## src/rtl/la_pkg.sv

```systemverilog
package la_pkg;

   typedef enum logic [2:0] {
      COND_ANY  = 3'd0,
      COND_LOW  = 3'd1,
      COND_HIGH = 3'd2,
      COND_RISE = 3'd3,
      COND_FALL = 3'd4
   } la_cond_e;

   typedef enum logic [1:0] {
      ST_IDLE = 2'd0,
      ST_PRE  = 2'd1,
      ST_POST = 2'd2,
      ST_DONE = 2'd3
   } la_state_e;

   localparam logic [1:0] POS_EARLY  = 2'd0;
   localparam logic [1:0] POS_MIDDLE = 2'd1;
   localparam logic [1:0] POS_LATE   = 2'd2;

   // samples kept ahead of the trigger for a given position code
   function automatic int unsigned pre_count(int unsigned depth, logic [1:0] pos);
      case (pos)
         POS_EARLY: return depth / 8;
         POS_LATE:  return (depth / 8) * 7;
         default:   return depth / 2;
      endcase
   endfunction

endpackage

```

## src/rtl/la_trig_match.sv

```systemverilog
module la_trig_match
   import la_pkg::*;
#(
   parameter int PROBE_W = 8,
   localparam int CW = 3 * PROBE_W
) (
   input  logic [PROBE_W-1:0] cur_i,
   input  logic [PROBE_W-1:0] prev_i,
   input  logic [CW-1:0]      cond_i,
   output logic               hit_o
);

   logic [PROBE_W-1:0] bit_ok;

   for (genvar b = 0; b < PROBE_W; b++) begin : g_bit
      always_comb begin
         case (cond_i[3*b +: 3])
            COND_LOW:  bit_ok[b] = ~cur_i[b];
            COND_HIGH: bit_ok[b] = cur_i[b];
            COND_RISE: bit_ok[b] = cur_i[b] & ~prev_i[b];
            COND_FALL: bit_ok[b] = ~cur_i[b] & prev_i[b];
            default:   bit_ok[b] = 1'b1;
         endcase
      end
   end

   assign hit_o = &bit_ok;

endmodule

```

## src/rtl/la_trig_seq.sv

```systemverilog
module la_trig_seq #(
   parameter int STAGES = 4,
   localparam int SW = $clog2(STAGES + 1),
   localparam int IW = (STAGES > 1) ? $clog2(STAGES) : 1
) (
   input  logic              clk,
   input  logic              rst_n,
   input  logic              clear_i,
   input  logic              en_i,
   input  logic [STAGES-1:0] hit_i,
   input  logic [SW-1:0]     n_sel_i,
   output logic              fire_o
);

   logic [IW-1:0] stage_q;
   logic [IW-1:0] last_q;
   logic [SW-1:0] n_eff;
   logic          cur_hit;
   logic          at_last;

   always_comb begin
      if (n_sel_i == '0)
         n_eff = SW'(1);
      else if (n_sel_i > SW'(STAGES))
         n_eff = SW'(STAGES);
      else
         n_eff = n_sel_i;
   end

   assign cur_hit = hit_i[stage_q];
   assign at_last = (stage_q == last_q);
   assign fire_o  = en_i & cur_hit & at_last;

   always_ff @(posedge clk or negedge rst_n) begin
      if (!rst_n) begin
         stage_q <= '0;
         last_q  <= '0;
      end else if (clear_i) begin
         stage_q <= '0;
         last_q  <= IW'(n_eff - SW'(1));
      end else if (en_i && cur_hit) begin
         stage_q <= at_last ? '0 : stage_q + IW'(1);
      end
   end

endmodule

```

## src/rtl/la_ctrl.sv

```systemverilog
module la_ctrl
   import la_pkg::*;
#(
   parameter int DEPTH = 64,
   localparam int AW = $clog2(DEPTH)
) (
   input  logic          clk,
   input  logic          rst_n,
   input  logic          arm_i,
   input  logic [1:0]    pos_i,
   input  logic          fire_i,
   output logic          we_o,
   output logic [AW-1:0] wr_addr_o,
   output logic          qual_o,
   output logic          busy_o,
   output logic          done_o,
   output logic [AW-1:0] trig_addr_o,
   output logic [AW-1:0] win_base_o
);

   la_state_e     state_q;
   logic [AW-1:0] wr_ptr_q;
   logic [AW-1:0] fill_q;
   logic [AW-1:0] pre_q;
   logic [AW-1:0] post_left_q;
   logic [AW-1:0] trig_q;
   logic          done_q;
   logic [AW:0]   post_total;
   logic [AW-1:0] pre_sel;

   assign pre_sel    = AW'(pre_count(DEPTH, pos_i));
   assign post_total = (AW+1)'(DEPTH) - {1'b0, pre_q};

   always_ff @(posedge clk or negedge rst_n) begin
      if (!rst_n) begin
         state_q     <= ST_IDLE;
         wr_ptr_q    <= '0;
         fill_q      <= '0;
         pre_q       <= '0;
         post_left_q <= '0;
         trig_q      <= '0;
         done_q      <= 1'b0;
      end else if (arm_i) begin
         state_q  <= ST_PRE;
         wr_ptr_q <= '0;
         fill_q   <= '0;
         pre_q    <= pre_sel;
         done_q   <= 1'b0;
      end else begin
         case (state_q)
            ST_PRE: begin
               wr_ptr_q <= wr_ptr_q + AW'(1);
               if (fill_q != pre_q)
                  fill_q <= fill_q + AW'(1);
               if (fire_i) begin
                  trig_q <= wr_ptr_q;
                  if (post_total == (AW+1)'(1)) begin
                     state_q <= ST_DONE;
                     done_q  <= 1'b1;
                  end else begin
                     state_q     <= ST_POST;
                     post_left_q <= AW'(post_total - (AW+1)'(1));
                  end
               end
            end
            ST_POST: begin
               wr_ptr_q <= wr_ptr_q + AW'(1);
               if (post_left_q == AW'(1)) begin
                  state_q <= ST_DONE;
                  done_q  <= 1'b1;
               end else begin
                  post_left_q <= post_left_q - AW'(1);
               end
            end
            default: ;
         endcase
      end
   end

   assign we_o        = (state_q == ST_PRE) || (state_q == ST_POST);
   assign busy_o      = we_o;
   assign wr_addr_o   = wr_ptr_q;
   assign qual_o      = (state_q == ST_PRE) && (fill_q == pre_q);
   assign done_o      = done_q;
   assign trig_addr_o = trig_q;
   assign win_base_o  = trig_q - pre_q;

endmodule

```

## src/rtl/la_ring_mem.sv

```systemverilog
module la_ring_mem #(
   parameter int WIDTH = 8,
   parameter int DEPTH = 64,
   localparam int AW = $clog2(DEPTH)
) (
   input  logic             clk,
   input  logic             rst_n,
   input  logic             we_i,
   input  logic [AW-1:0]    wa_i,
   input  logic [WIDTH-1:0] wd_i,
   input  logic             re_i,
   input  logic [AW-1:0]    ra_i,
   output logic             rv_o,
   output logic [WIDTH-1:0] rd_o
);

   logic [WIDTH-1:0] store [DEPTH];

   always_ff @(posedge clk) begin
      if (we_i)
         store[wa_i] <= wd_i;
      if (re_i)
         rd_o <= store[ra_i];
   end

   always_ff @(posedge clk or negedge rst_n) begin
      if (!rst_n)
         rv_o <= 1'b0;
      else
         rv_o <= re_i;
   end

endmodule

```

## src/rtl/la_capture_core.sv

```systemverilog
module la_capture_core
   import la_pkg::*;
#(
   parameter int PROBE_W = 8,
   parameter int DEPTH   = 64,
   parameter int STAGES  = 4,
   localparam int AW = $clog2(DEPTH),
   localparam int SW = $clog2(STAGES + 1),
   localparam int CW = 3 * PROBE_W
) (
   input  logic                 clk,
   input  logic                 rst_n,
   input  logic                 arm,
   input  logic [PROBE_W-1:0]   probe,
   input  logic [STAGES*CW-1:0] trig_cond,
   input  logic [SW-1:0]        n_stages,
   input  logic [1:0]           trig_pos,
   input  logic                 rd_en,
   input  logic [AW-1:0]        rd_addr,
   output logic                 busy,
   output logic                 done,
   output logic [AW-1:0]        trig_addr,
   output logic                 rd_valid,
   output logic [PROBE_W-1:0]   rd_data
);

   if (DEPTH < 8 || (1 << AW) != DEPTH) begin : g_bad_depth
      $error("DEPTH must be a power of two of at least 8");
   end
   if (PROBE_W < 1) begin : g_bad_width
      $error("PROBE_W must be at least 1");
   end
   if (STAGES < 1) begin : g_bad_stages
      $error("STAGES must be at least 1");
   end

   logic [PROBE_W-1:0] prev_q;
   logic [STAGES-1:0]  stage_hit;
   logic               fire;
   logic               qual;
   logic               mem_we;
   logic [AW-1:0]      wr_addr;
   logic [AW-1:0]      win_base;

   always_ff @(posedge clk or negedge rst_n) begin
      if (!rst_n)
         prev_q <= '0;
      else
         prev_q <= probe;
   end

   for (genvar s = 0; s < STAGES; s++) begin : g_stage
      la_trig_match #(.PROBE_W(PROBE_W)) u_match (
         .cur_i  (probe),
         .prev_i (prev_q),
         .cond_i (trig_cond[s*CW +: CW]),
         .hit_o  (stage_hit[s])
      );
   end

   la_trig_seq #(.STAGES(STAGES)) u_seq (
      .clk     (clk),
      .rst_n   (rst_n),
      .clear_i (arm),
      .en_i    (qual),
      .hit_i   (stage_hit),
      .n_sel_i (n_stages),
      .fire_o  (fire)
   );

   la_ctrl #(.DEPTH(DEPTH)) u_ctrl (
      .clk         (clk),
      .rst_n       (rst_n),
      .arm_i       (arm),
      .pos_i       (trig_pos),
      .fire_i      (fire),
      .we_o        (mem_we),
      .wr_addr_o   (wr_addr),
      .qual_o      (qual),
      .busy_o      (busy),
      .done_o      (done),
      .trig_addr_o (trig_addr),
      .win_base_o  (win_base)
   );

   la_ring_mem #(.WIDTH(PROBE_W), .DEPTH(DEPTH)) u_mem (
      .clk   (clk),
      .rst_n (rst_n),
      .we_i  (mem_we),
      .wa_i  (wr_addr),
      .wd_i  (probe),
      .re_i  (rd_en),
      .ra_i  (win_base + rd_addr),
      .rv_o  (rd_valid),
      .rd_o  (rd_data)
   );

endmodule

```

## config.mk

```make
export PLATFORM = sky130hd
export DESIGN_NAME = la_capture_core
export DESIGN_NICKNAME = d
export VERILOG_FILES = /design/src/rtl/la_pkg.sv /design/src/rtl/la_trig_match.sv /design/src/rtl/la_trig_seq.sv /design/src/rtl/la_ctrl.sv /design/src/rtl/la_ring_mem.sv /design/src/rtl/la_capture_core.sv
export SDC_FILE = /design/constraint.sdc
export NUM_CORES = 1
export LEC_CHECK = 0
export ABC_AREA = 0
export BUFFER_PORTS_ARGS = -buffer_cell sky130_fd_sc_hd__buf_2
export CORE_MARGIN = 4
export CORE_UTILIZATION = 61
export DETAILED_ROUTE_END_ITERATION = 8
export PLACE_DENSITY = 0.86
export SETUP_SLACK_MARGIN = 0.3
export SLEW_MARGIN = 5
export SYNTH_ARGS = -nofsm -noshare
export SYNTH_HDL_FRONTEND = slang
export SYNTH_SLANG_ARGS = --single-unit
```

## constraint.sdc

```tcl
create_clock -name clk -period 3.41 [get_ports clk]
set_clock_uncertainty 0.1 [all_clocks]
set_input_delay 0.1705 -clock clk [delete_from_list [all_inputs] [get_ports clk]]
set_output_delay 0.1705 -clock clk [all_outputs]
set_load 0.02 [all_outputs]
```

==> reports/results.tsv <==
stage	metric	value	unit
logic_synthesis	yosysTopAreaCellShare	65.0	%
die	core-area	38800	µm²
layout	final_cell_count_no_fill	2256	
critical_path	reg2reg_from	u_ctrl.trig_addr_o[0]	
hold_path	hold_depth	2	
detailed_routing	drtIter0Drc	2387	
timing	post-route-period-util	95.0	%
critical_path	path_max_fanout	12	
layout	fin_nets	1830	
critical_path	ff2ff_path_depth	13	
detailed_routing	drt-pass1-iter-count	7	
hold_path	hp-start	probe[0]	
logic_synthesis	postSynthAreaPerCell	16.8	µm²
global_routing	grt_max_degree	66	
cts	cts_root_buf	clkbuf_16	
logic_synthesis	syn_nets	1571	
layout	n_fill_cell	2105	
outcome	status	complete, no violations	
power_and_ir_drop	vdd_drop_max	379	µV
timing	hold_violations	0	
timing	grt_setup_unrepaired	true	
timing	setup_viol	0	
critical_path	startpoint_type	flop	
die	pin_count	136	
detailed_routing	viasPerCell	6.95	
global_routing	antenna_found_initial	1	
critical_path	arrival	3480	ps
die	die_area	42600	µm²
timing	finalMaxSlewViolations	0	
logic_synthesis	ys_seq_area_share	69.5	%
logic_synthesis	synth_area	24000	µm²
power_and_ir_drop	switching_share	25.0	%
global_routing	grt_pass1_wl	97.6	mm
critical_path	reg2reg_to	u_mem.rd_o[0]	
logic_synthesis	yosys-top-cells-area	edfxtp_1 65%, mux4_2 12%, dfrtp_1 4.5%	
timing	setup_tns	0	ps
detailed_routing	antenna_left	0	
logic_synthesis	synth_cells	1434	
power_and_ir_drop	combPwrFrac	13.6	%
detailed_routing	routed-via-count	15700	
layout	area_growth	18.5	%
detailed_routing	avgRoutedWirePerCell	30.8	µm
timing	fmax	309	MHz
critical_path	rrSetupSlack	170	ps
die	dieHeight	206	µm
cts	clkTransAtPathRegs	60	ps
place	dp_slack	-81.5	ps
critical_path	critical_path_required	3650	ps
timing	min_period	3240	ps
cts	cts_max_level	2	
cts	tritoncts	done	
place	gp_congestion	0.928	
cts	insertion_delay	600	ps
run	cap_violations	0	
logic_synthesis	ys_ff_latch	563	
logic_synthesis	synth_edf_count	520	
detailed_routing	routed_wl	69.5	mm
die	num_rows	72	
layout	register_area	16700	µm²
power_and_ir_drop	powerDensity	553	nW/µm²
logic_synthesis	synthFlopType	edfxtp_1	
power_and_ir_drop	switchingPower	3.94	mW
power_and_ir_drop	power.internal	11.8	mW
global_routing	grt_pass1_vias	15400	
place	place_area	26000	µm²
cts	cts_num_sinks	563	
layout	drive_above_1_share	30.4	%
hold_path	holdPathEnd	prev_q[0]	
detailed_routing	drc	0	
die	start_util	61.9	%
place	hpwlAfterDp	41.0	mm
logic_synthesis	synth_cell_types	62	
critical_path	path_class	flop to flop	
power_and_ir_drop	pwr-share-clk	37.3	%
logic_synthesis	yosys_warnings	0	
timing	finalWorstSetupSlack	171	ps
timing	relSlewSlack	21.6	%
power_and_ir_drop	leakagePower	9.68	nW
critical_path	end_kind	flop	
global_routing	grt_overflow_total	0	
cts	cts_buffers	53	
cts	clock_path_buffers	3	
logic_synthesis	synth_top_cell_by_area	edfxtp_1	
global_routing	grt_usage	31.4	%
timing	worst-slew-pin-transition	1180	ps
place	numPortBuffers	135	
layout	final_cell_mix	520 x edfxtp_1, 134 x buf_2, 130 x mux4_2, 100 x buf_4, 92 x nand2_1	
layout	layout_commonest_cell	edfxtp_1	
layout	multi_input_area	7210	µm²
layout	postLayoutCellArea	28500	µm²
hold_path	hold_path_class	input port to flop	
logic_synthesis	synth-async-reset-ratio	7.64	%
power_and_ir_drop	p_seq_share	49.1	%
die	die_w	206	µm
place	dpl.cell_count	2111	
worst max-delay path, cell delays in order (launching register included):
cell and delay (ps):
dfrtp_1 430, ha_4 170, inv_1 150, ha_4 250, inv_1 70, a21o_1 180, a21oi_4 190, xnor2_4 190
buf_12 210, buf_4 150, a211oi_1 340, a31oi_1 120, a211oi_2 330, a21oi_1 70
logic make-up after synthesis:
| kind of cell | share of synthesized area, % |
|---|---|
| multiplexers | 12.5 |
| AO/OA/AOI/OAI | 4.88 |
| flip-flops | 69.5 |
| adder cells (fa/ha/maj) | 1.00 |
| XOR/XNOR | 1.57 |
| buffers and inverters | 1.83 |
| AND/OR/NAND/NOR | 8.78 |
per-stage QoR:
step,hold WS (ps),power [mW],utilization (%)
5_1_grt,32.1,16.1,73.3
6_report,44.6,15.7,73.3
4_1_cts,15.1,15.4,72.3
3_3_place_gp,289,9.46,66.9
3_5_place_dp,313,9.54,66.9
2_1_floorplan,-225,8.78,-
how the worst max path moves through the flow:
| stage | from | end | slack, ps | depth (start not counted) |
|---|---|---|---|---|
| floorplan | u_ctrl.trig_addr_o[0] | u_mem.rd_o[5] | 310 | 9 |
| global placement | u_ctrl.trig_addr_o[3] | u_mem.rd_o[4] | 100 | 12 |
| detailed placement | u_ctrl.trig_addr_o[3] | u_mem.rd_o[4] | -80 | 12 |
| CTS | u_ctrl.trig_addr_o[1] | u_mem.rd_o[4] | 300 | 10 |
| global route | u_ctrl.trig_addr_o[2] | u_mem.rd_o[0] | 100 | 13 |
| finish | u_ctrl.trig_addr_o[0] | u_mem.rd_o[0] | 170 | 13 |
power by group through the flow:
stage          Combinational [mW]  Sequential [mW]  Clock, mW
6_report                     2.14             7.73       5.87
5_1_grt                      2.22             7.73       6.19
4_1_cts                      1.85             7.73       5.84
3_5_place_dp                 1.67             7.87          0
3_3_place_gp                 1.59             7.86          0
2_1_floorplan               0.899             7.89          0
what timing repair did:
action / 4_1_cts / 5_1_grt
setup buffers: 10 / 15
gates cloned: 1 / 3
endpoints found under the hold margin: 81 / 0
endpoints found under the setup margin: 10 / 34
pin swaps: 9 / 14
resized for setup: 23 / 35
hold buffers: 16 / 0
cells in the mapped netlist, drive strengths merged (5+ instances only):
library cell / n
edfxtp: 520
mux4: 130
nand2: 92
nor2: 92
clkbuf: 55
inv: 44
dfrtp: 43
a211oi: 41
a21oi: 37
and2: 32
a31oi: 28
xnor2: 26
nor2b: 24
nor4b: 24
nor3b: 23
xor2: 17
a311oi: 16
buf: 16
ha: 16
nor3: 16
nand2b: 15
o21ai: 15
nand3: 14
nor4: 12
nand4: 10
nand3b: 9
o22ai: 6
and4b: 5
nand4b: 5
or4: 5
cell type report:
class | instances | area share [%]
flip-flops and latches | 563 | 58.6
multi-input cells | 756 | 25.3
repair buffers | 275 | 7.19
clock buffers | 71 | 5.21
well taps | 518 | 2.28
clock inverters | 27 | 0.778
inverters | 44 | 0.580
diodes | 2 | 0.0176
layer usage:
layer | GRT usage, % | wire (µm) | vias up
met3 | 7.17 | 8190 | 333
met4 | 14.9 | 4650 | 0
li1 | - | - | 6239
met2 | 50.6 | 33400 | 1383
met5 | 0 | 0 | -
met1 | 41.2 | 23300 | 7717
sequential cells by signal, summed over array words and instances, names as in the netlist, 2 cells and up:
name                cells
u_seq.stage_q           2
u_ctrl.pre_q            3
u_ctrl.post_left_q      6
u_ctrl.state_q          2
u_ctrl.wr_addr_o        6
u_mem.store           512
prev_q                  8
u_seq.last_q            2
u_ctrl.fill_q           6
u_mem.rd_o              8
u_ctrl.trig_addr_o      6
No activity file was read; power rests on OpenSTA's default activity.
